--- src/rtl/lp_mode_pkg.sv ---
// Shared definitions for the low-power mode controller.
// Assumes: clock-source codes are fixed by the clock block that decodes them.
package lp_mode_pkg;

    typedef enum logic [2:0] {
        PM_RUN     = 3'd0,
        PM_WAIT    = 3'd1,
        PM_LP_RUN  = 3'd2,
        PM_LP_WAIT = 3'd3,
        PM_SETTLE  = 3'd4
    } pm_state_e;

    localparam logic [1:0] SRC_EXT  = 2'b01;
    localparam logic [1:0] SRC_XTAL = 2'b10;

endpackage

--- src/rtl/lp_entry_gate.sv ---
// Evaluates whether loose regulation is currently permitted.
// Assumes: CPU clock = SRC_KHZ / 2**clk_div_i; purely combinational.
module lp_entry_gate #(
    parameter int unsigned SRC_KHZ    = 4000,
    parameter int unsigned LP_MAX_KHZ = 250,
    parameter int unsigned DIV_W      = 3
) (
    input  logic [1:0]       clk_src_i,
    input  logic [DIV_W-1:0] clk_div_i,
    input  logic             lvd_en_i,
    input  logic             lvd_stop_en_i,
    output logic             entry_ok_o
);
    import lp_mode_pkg::*;

    logic        src_ok;
    logic        speed_ok;
    logic        lvd_ok;
    logic [31:0] cpu_khz;

    // Combine source, speed and detector conditions.
    always_comb begin
        src_ok     = (clk_src_i == SRC_EXT) || (clk_src_i == SRC_XTAL);
        cpu_khz    = 32'(SRC_KHZ) >> clk_div_i;
        speed_ok   = (cpu_khz <= 32'(LP_MAX_KHZ));
        lvd_ok     = !lvd_en_i || !lvd_stop_en_i;
        entry_ok_o = src_ok && speed_ok && lvd_ok;
    end

endmodule

--- src/rtl/lp_settle_timer.sv ---
// Counts the settle window after leaving loose regulation.
// Assumes: load pulses on the edge that enters settling; SETTLE_CYCLES >= 1.
module lp_settle_timer #(
    parameter int unsigned SETTLE_CYCLES = 16
) (
    input  logic clk,
    input  logic rst_n,
    input  logic load_i,
    input  logic active_i,
    output logic done_o
);
    localparam int unsigned CNT_W = $clog2(SETTLE_CYCLES + 1);
    localparam logic [CNT_W-1:0] LOAD_V = CNT_W'(SETTLE_CYCLES - 1);

    logic [CNT_W-1:0] cnt_q;

    // Load on entry, then count down to zero.
    always_ff @(posedge clk) begin
        if (!rst_n) begin
            cnt_q <= '0;
        end else if (load_i) begin
            cnt_q <= LOAD_V;
        end else if (cnt_q != '0) begin
            cnt_q <= cnt_q - 1'b1;
        end
    end

    // Window ends on the last settle cycle.
    always_comb done_o = active_i && (cnt_q == '0);

    AST_SETTLE_BOUND: assert property (@(posedge clk) disable iff (!rst_n)
        cnt_q <= LOAD_V) else $error("settle counter out of range");

endmodule

--- src/rtl/lp_mode_fsm.sv ---
// Power-mode sequencer: normal/low-power run and wait, plus settle on exit.
// Assumes: entry_ok_i is combinational from current inputs; all inputs synchronous.
module lp_mode_fsm (
    input  logic                   clk,
    input  logic                   rst_n,
    input  logic                   lp_req_i,
    input  logic                   wait_i,
    input  logic                   wake_i,
    input  logic                   entry_ok_i,
    input  logic                   settle_done_i,
    output logic                   settle_load_o,
    output lp_mode_pkg::pm_state_e state_o,
    output logic                   rejected_o
);
    import lp_mode_pkg::*;

    pm_state_e state_q, state_d;
    logic      ret_wait_q, ret_wait_d;
    logic      rejected_q, rejected_d;
    logic      lp_hold;

    // Next-state, return-target and rejection logic.
    always_comb begin
        state_d       = state_q;
        ret_wait_d    = ret_wait_q;
        rejected_d    = rejected_q;
        settle_load_o = 1'b0;
        lp_hold       = lp_req_i && entry_ok_i;
        unique case (state_q)
            PM_RUN: begin
                if (wait_i) begin
                    state_d = PM_WAIT;
                end else if (lp_req_i) begin
                    if (entry_ok_i) state_d = PM_LP_RUN;
                    else            rejected_d = 1'b1;
                end
            end
            PM_WAIT: begin
                if (wake_i) state_d = PM_RUN;
            end
            PM_LP_RUN: begin
                if (!lp_hold) begin
                    state_d       = PM_SETTLE;
                    ret_wait_d    = 1'b0;
                    settle_load_o = 1'b1;
                end else if (wait_i) begin
                    state_d = PM_LP_WAIT;
                end
            end
            PM_LP_WAIT: begin
                if (!lp_hold) begin
                    state_d       = PM_SETTLE;
                    ret_wait_d    = !wake_i;
                    settle_load_o = 1'b1;
                end else if (wake_i) begin
                    state_d = PM_LP_RUN;
                end
            end
            PM_SETTLE: begin
                ret_wait_d = ret_wait_q && !wake_i;
                if (settle_done_i) begin
                    state_d = (ret_wait_q && !wake_i) ? PM_WAIT : PM_RUN;
                end
            end
            default: state_d = PM_RUN;
        endcase
    end

    // State registers with synchronous reset to normal run.
    always_ff @(posedge clk) begin
        if (!rst_n) begin
            state_q    <= PM_RUN;
            ret_wait_q <= 1'b0;
            rejected_q <= 1'b0;
        end else begin
            state_q    <= state_d;
            ret_wait_q <= ret_wait_d;
            rejected_q <= rejected_d;
        end
    end

    always_comb begin
        state_o    = state_q;
        rejected_o = rejected_q;
    end

    AST_LP_NEEDS_OK: assert property (@(posedge clk) disable iff (!rst_n)
        (state_q == PM_LP_RUN || state_q == PM_LP_WAIT) |-> $past(lp_req_i && entry_ok_i))
        else $error("low-power mode without permission");
    AST_REJECT_STICKY: assert property (@(posedge clk) disable iff (!rst_n)
        $past(rejected_q) |-> rejected_q) else $error("rejected bit cleared");
    AST_LEAVE_VIA_SETTLE: assert property (@(posedge clk) disable iff (!rst_n)
        ($past(state_q == PM_LP_RUN || state_q == PM_LP_WAIT)
         && !(state_q == PM_LP_RUN || state_q == PM_LP_WAIT)) |-> (state_q == PM_SETTLE))
        else $error("left loose regulation without settling");

endmodule

--- src/rtl/lp_mode_ctrl.sv ---
// Top of the low-power run/wait controller: gates entry, sequences modes,
// times the settle window and drives regulator, detector and clock enables.
// Assumes: all inputs are synchronous to clk.
module lp_mode_ctrl #(
    parameter int unsigned SRC_KHZ       = 4000,
    parameter int unsigned LP_MAX_KHZ    = 250,
    parameter int unsigned DIV_W         = 3,
    parameter int unsigned SETTLE_CYCLES = 16
) (
    input  logic             clk,
    input  logic             rst_n,
    input  logic             lp_req_i,
    input  logic             wait_i,
    input  logic             wake_i,
    input  logic [1:0]       clk_src_i,
    input  logic [DIV_W-1:0] clk_div_i,
    input  logic             lvd_en_i,
    input  logic             lvd_stop_en_i,
    output logic             reg_loose_o,
    output logic             lvd_pwr_o,
    output logic             cpu_clk_en_o,
    output logic             ref_off_o,
    output logic [3:0]       status_o
);
    import lp_mode_pkg::*;

    logic      entry_ok;
    logic      settle_load;
    logic      settle_done;
    logic      rejected;
    pm_state_e state;
    logic      in_lp;
    logic      in_settle;
    logic      in_wait;

    lp_entry_gate #(
        .SRC_KHZ    (SRC_KHZ),
        .LP_MAX_KHZ (LP_MAX_KHZ),
        .DIV_W      (DIV_W)
    ) u_gate (
        .clk_src_i     (clk_src_i),
        .clk_div_i     (clk_div_i),
        .lvd_en_i      (lvd_en_i),
        .lvd_stop_en_i (lvd_stop_en_i),
        .entry_ok_o    (entry_ok)
    );

    lp_mode_fsm u_fsm (
        .clk           (clk),
        .rst_n         (rst_n),
        .lp_req_i      (lp_req_i),
        .wait_i        (wait_i),
        .wake_i        (wake_i),
        .entry_ok_i    (entry_ok),
        .settle_done_i (settle_done),
        .settle_load_o (settle_load),
        .state_o       (state),
        .rejected_o    (rejected)
    );

    lp_settle_timer #(
        .SETTLE_CYCLES (SETTLE_CYCLES)
    ) u_timer (
        .clk      (clk),
        .rst_n    (rst_n),
        .load_i   (settle_load),
        .active_i (in_settle),
        .done_o   (settle_done)
    );

    // Decode the mode into regulator, detector, clock and status outputs.
    always_comb begin
        in_lp        = (state == PM_LP_RUN) || (state == PM_LP_WAIT);
        in_settle    = (state == PM_SETTLE);
        in_wait      = (state == PM_WAIT) || (state == PM_LP_WAIT);
        reg_loose_o  = in_lp;
        ref_off_o    = in_lp;
        cpu_clk_en_o = (state == PM_RUN) || (state == PM_LP_RUN);
        lvd_pwr_o    = lvd_en_i && ((state == PM_RUN) || (state == PM_WAIT));
        status_o     = {rejected, in_settle, in_wait, in_lp};
    end

    AST_LVD_OFF_LOOSE: assert property (@(posedge clk) disable iff (!rst_n)
        reg_loose_o |-> (!lvd_pwr_o && ref_off_o)) else $error("detector on in loose mode");
    AST_SETTLE_GATED: assert property (@(posedge clk) disable iff (!rst_n)
        status_o[2] |-> (!cpu_clk_en_o && !lvd_pwr_o && !reg_loose_o))
        else $error("settle window not gated");
    AST_WAIT_GATED: assert property (@(posedge clk) disable iff (!rst_n)
        status_o[1] |-> !cpu_clk_en_o) else $error("CPU clock running in wait");

endmodule

--- config.mk ---
export PLATFORM = sky130hd
export DESIGN_NAME = lp_mode_ctrl
export DESIGN_NICKNAME = d
export VERILOG_FILES = /design/src/rtl/lp_mode_pkg.sv /design/src/rtl/lp_entry_gate.sv /design/src/rtl/lp_settle_timer.sv /design/src/rtl/lp_mode_fsm.sv /design/src/rtl/lp_mode_ctrl.sv
export SDC_FILE = /design/constraint.sdc
export NUM_CORES = 1
export LEC_CHECK = 0
export ABC_CLOCK_PERIOD_IN_PS = 2150
export BUFFER_PORTS_ARGS = -buffer_cell sky130_fd_sc_hd__buf_2
export CORE_MARGIN = 2
export CORE_UTILIZATION = 49
export DETAILED_ROUTE_END_ITERATION = 10
export GPL_TIMING_DRIVEN = 0
export PLACE_DENSITY = 0.87
export SYNTH_ARGS = -nofsm -noshare
export SYNTH_HDL_FRONTEND = slang
export SYNTH_SLANG_ARGS = --single-unit
--- constraint.sdc ---
create_clock -name clk -period 2.15 [get_ports clk]
set_clock_uncertainty 0.2 [all_clocks]
set_input_delay 0.215 -clock clk [delete_from_list [all_inputs] [get_ports clk]]
set_output_delay 0.215 -clock clk [all_outputs]
set_load 0.05 [all_outputs]
# After elaboration in Yosys (flattened, before gate mapping)
# Index checks and enable logic that the tools add are counted.
# word_totals
ff_bits	10
in_bits	12
wordCells	68
# op_classes
add_sub_neg	1
magnitude_cmp	1
n_eq_ne	14
shifts	1
n_mux	18
bitwise	3
reduce_logical	25
# op_table
operator	count
<= comparator 32 x 8 -> 1 bit, second input constant	1
right shift 12 x 3 -> 32 bit, first input constant	1
2-to-1 mux 3 bit	9
case mux 3 bit (5 select lines)	1
inequality test 3 bit, second input constant	3
2-to-1 mux 4 bit	2
inequality test 2 bit, second input constant	4
equality test 3 x 2 -> 1 bit, second input constant	2
logical AND 1 bit	6
logical OR 1 bit	6
AND reduction 6 bit	1
zero test 5 bit	1
2-to-1 mux 1 bit	5
nonzero test 5 bit	1
subtractor 5 x 1 -> 5 bit, second input constant	1
AND reduction 4 bit	1
OR reduction 2 bit	2
equality test 3 x 1 -> 1 bit, second input constant	1
equality test 3 bit, second input constant	1
zero test 1 bit	3
zero test 3 bit	1
inequality test 3 x 2 -> 1 bit, second input constant	1
NOT 1 bit	3
case mux 1 bit (3 select lines)	1
5 further kinds	5

# Depth between registers and ports, before layout
# logic_depth
ltp_word	8
ltp_mapped	7
ltp_nobuf	6

# Hierarchy
# From an unflattened synthesis, not the netlist that was laid out.
# unflattened
cells_unflattened	77
area_unflattened_um2	689.4
# by_module_without_submodules
mod	instances	cells_each	area_per_inst_um2
lp_mode_fsm	1	36	312.8
lp_settle_timer	1	28	284.0
lp_mode_ctrl	1	10	73.8
lp_entry_gate	1	3	18.8

# Worst setup path before layout
# No wires, ideal clock.
# synth_path
kind	register to output
from	register u_fsm.state_q[2] (netlist: u_fsm.state_o[2])
to	output port lvd_pwr_o
t_arrival_ns	1.589
required_time_ns	1.735
path_slack_ns	0.146
stages_incl_launch_ff	3
path_cell_list	dfxtp_1 buf_2 nor3b_1
# synth_between
elab_chain_len	3
elab_cells_between_ends	4
cone_classes	eq/ne: 1; reduce/logical: 3
# synth_lines
element	line_no	text
from (decl)	lp_mode_fsm.sv:17	pm_state_e state_q, state_d;
from (signal assigned)	lp_mode_fsm.sv:76	state_q <= state_d;
equality test 3 x 1 -> 1 bit / zero test 3 bit (equally long branches)	lp_mode_ctrl.sv:79	lvd_pwr_o = lvd_en_i && ((state == PM_RUN) || (state == PM_WAIT));
logical OR 1 bit *	lp_mode_ctrl.sv:79	
logical AND 1 bit *	lp_mode_ctrl.sv:79	
to (decl)	lp_mode_ctrl.sv:20	output logic lvd_pwr_o,
# Mark *: on every way between the ends. The rest lies on a longest branch, timed or not.

# Final worst setup path
# layout_path
from	register u_fsm.state_q[2] (netlist: u_fsm.state_o[2])
to	output port status_o[2]
# layout_between
elab_chain_len	1
# layout_lines
element	line_no	text
equality test 3 bit	lp_mode_ctrl.sv:74	in_settle = (state == PM_SETTLE);
to (decl)	lp_mode_ctrl.sv:23	output logic [3:0] status_o
# Every way passes these cells.

==> results.toml <==
[final_layout]
design_area_sq_um = 830
drive_above_1_share = 0.392
syn_to_final_growth_pct = 21.2
multi_input_area_sq_um = 413
antenna_cells = 0
fin_nets = 112
nFillCells = 118
regArea_sq_um = 200

[synthesis]
async_reset_ff_frac = 0
syn-num-nets = 90
synth_common_cells = "dfxtp_1 (10), buf_4 (5), inv_1 (5), nand2_1 (5), a21oi_1 (4)"
ys.flop_type = "dfxtp_1"
synth_cell_types = 38
synth.top_cell.area_share = 0.293
yosysTopAreaCell = "dfxtp_1"
synth_edf_count = 0
yosysWarnings = 0
synth_seq_cells = 10
syn-instance-count = 76
syn_area_per_cell_sq_um = 9.01
ys_top_cells_by_area = "dfxtp_1 (29%), buf_4 (5.5%), ha_1 (3.7%)"
netlist_area_sq_um = 684
synth_most_common_cell = "dfxtp_1"
yosysSeqAreaShare = 0.293

[setup_path]
critPathCaptureType = "output pin"
r2r_slack_ps = 190
cp-endpoint = "status_o[2]"
required_ps = 1740
critPathLaunch = "u_fsm.state_o[2]$_SDFFE_PN0P_"
crit_path_max_incr_delay_ps = 340
worst-path-max-fanout = 10
crit_chain = "buf_2 > nor3b_2 > buf_4 > buf_2"
crit_slowest_cell = "nor3b_2"
worstSetupPathType = "flop to output pin"
worstPathArrival_ps = 1550
worstSetupStartpointType = "flop"
r2r_end = "u_fsm.state_o[0]$_SDFFE_PN0P_"
r2r_cells = 7
path_common_cell = "buf_2"
regToRegStartpoint = "u_timer.cnt_q[0]$_SDFFE_PN0P_"

[sta]
worst_pin_slew_ps = 495
rsz0062_at_grt = "false"
maxSlewViolCount = 0
fin_tns_setup_ps = 0
setup_ws_ps = 184
hold_viol_final = 0
hold_slack_ps = 35.3
post-route-min-period_ps = 1970
fmax_mhz = 509
relSlewSlack = 0.665
period_share = 0.914
setup_violations = 0

[placed_design]
dpl-instance-area_sq_um = 788
place_congestion = 0.808
hpwl_microns = 984
dpl_worst_slack_ps = 189
io_buffer_count = 17

[grt]
grt_pass1_wl_microns = 2080
grt_pass1_vias = 528
antenna_found_initial = 0
grt_start_max_net_pins = 11
track_usage = 0.196
overflow = 0

[cts]
h-tree-depth = 1
clkSinkCount = 10
clk_pin_slew_worst_paths_ps = 70
post_cts_buffers = 0
insertion_delay_ps = 280
cts_buffers = 3
tritoncts = "built"
cts.path.max_buffers = 2
root_buffer = "clkbuf_4"

[run]
drv_cap = 0

[floorplanning]
die_x_microns = 41.4
fp.coreArea_sq_mm = 0.00130
start_util = 0.526
die-area_sq_mm = 0.00171
rows = 13
ioPinCount = 20
fp.dieH_microns = 41.4

[detailed_routing]
drt_first_pass_iters = 4
first_iter_violations = 9
drc_errors = 0
wl_microns = 1310
via_per_inst = 5.40
vias = 605
wl_per_cell_microns = 11.7
ant_nets = 0

[min_path]
hp-class = "input pin to flop"

[power]
p_leak_nw = 0.400
powerDensity_mw_per_mm2 = 1070
vdd_ir_drop_max_mv = 0.615

[run_status]
status = "finished, final reports clean"
-- power by group --
group	internal [W]	total, W	leakage, nW	switching, W
clock network	0.000103	0.000175	0.0210	0.0000721
logic	0.000222	0.000436	0.297	0.000214
registers	0.000235	0.000276	0.0822	0.0000413
total	0.000560	0.000887	0.400	0.000327
-- worst min path at each step --
stage | start | endpoint | slack, ps | cells after the start
final | rst_n | u_fsm.state_o[0]$_SDFFE_PN0P_ | 40 | 3
after global routing | rst_n | u_fsm.state_o[0]$_SDFFE_PN0P_ | 50 | 3
after CTS | rst_n | u_fsm.state_o[0]$_SDFFE_PN0P_ | 30 | 3
after detailed placement | u_fsm.rejected_o$_SDFFE_PN0P_ | u_fsm.rejected_o$_SDFFE_PN0P_ | 290 | 2
after global placement | u_fsm.rejected_o$_SDFFE_PN0P_ | u_fsm.rejected_o$_SDFFE_PN0P_ | 280 | 2
after floorplan | lp_req_i | u_fsm.rejected_o$_SDFFE_PN0P_ | 190 | 2
-- state kept, by name, indices dropped and copies added, names as in the netlist --
register / cells
u_fsm.ret_wait_q: 1
u_fsm.rejected_o: 1
u_timer.cnt_q: 5
u_fsm.state_o: 3
-- layer usage --
metal,vias up,part of all wire,global-route usage
met4,0,0.021,0.129
met3,4,0.053,0.0638
met2,12,0.50,0.301
met1,280,0.42,0.234
met5,-,0,0
li1,309,-,-
-- critical path: cells and delay by family, from the launching register on --
kind	cells	cell delay [ps]
buffers and inverters	3	610
and+or+nand+nor	1	340
DFF	1	320
-- cell families (layout without fill, tap and decap cells) --
| kind of cell | after synthesis | in the layout | share of synthesized area |
|---|---|---|---|
| DFF | 10 | 10 | 0.293 |
| muxes | 1 | 1 | 0.0165 |
| xor gates and xnor gates | 4 | 4 | 0.0512 |
| AOI/OAI and AO/OA | 18 | 18 | 0.245 |
| adders and majority gates | 2 | 2 | 0.0366 |
| and+or+nand+nor | 28 | 28 | 0.247 |
| buffers and inverters | 13 | 34 | 0.112 |
-- area by class of cell --
cell class	count	area share
inverter	5	0.0226
multi-input combinational	53	0.498
clock buffer	4	0.0437
tap	15	0.0226
timing repair buffer	17	0.103
buffer	8	0.0694
sequential	10	0.241
-- cell usage in the layout, fill, tap and decap left out, types with 2 or more instances in the layout --
master	n
clkbuf_4	3
nor2b_1	3
ha_1	2
xnor2_1	2
buf_4	5
inv_1	5
nor3_1	2
nor2_1	3
o2111a_1	2
o21a_1	3
buf_2	18
a21oi_1	4
dfxtp_1	10
nand2_1	5
xor2_1	2
nand2b_1	3
-- repair_timing --
item | 4_1_cts | 5_1_grt
gates resized for setup | 1 | 0
hold buffers | 0 | 0
endpoints found under the hold margin | 0 | 0
endpoints found under the setup margin | 1 | 0
-- per-stage QoR --
step	instances	util	power (W)
after floorplan	76	-	0.000644
after global placement	108	0.606	0.000697
after detailed placement	108	0.606	0.000711
after CTS	112	0.638	0.000893
after global routing	112	0.638	0.000949
final	112	0.638	0.000887
(Power assumes the default switching activity.)
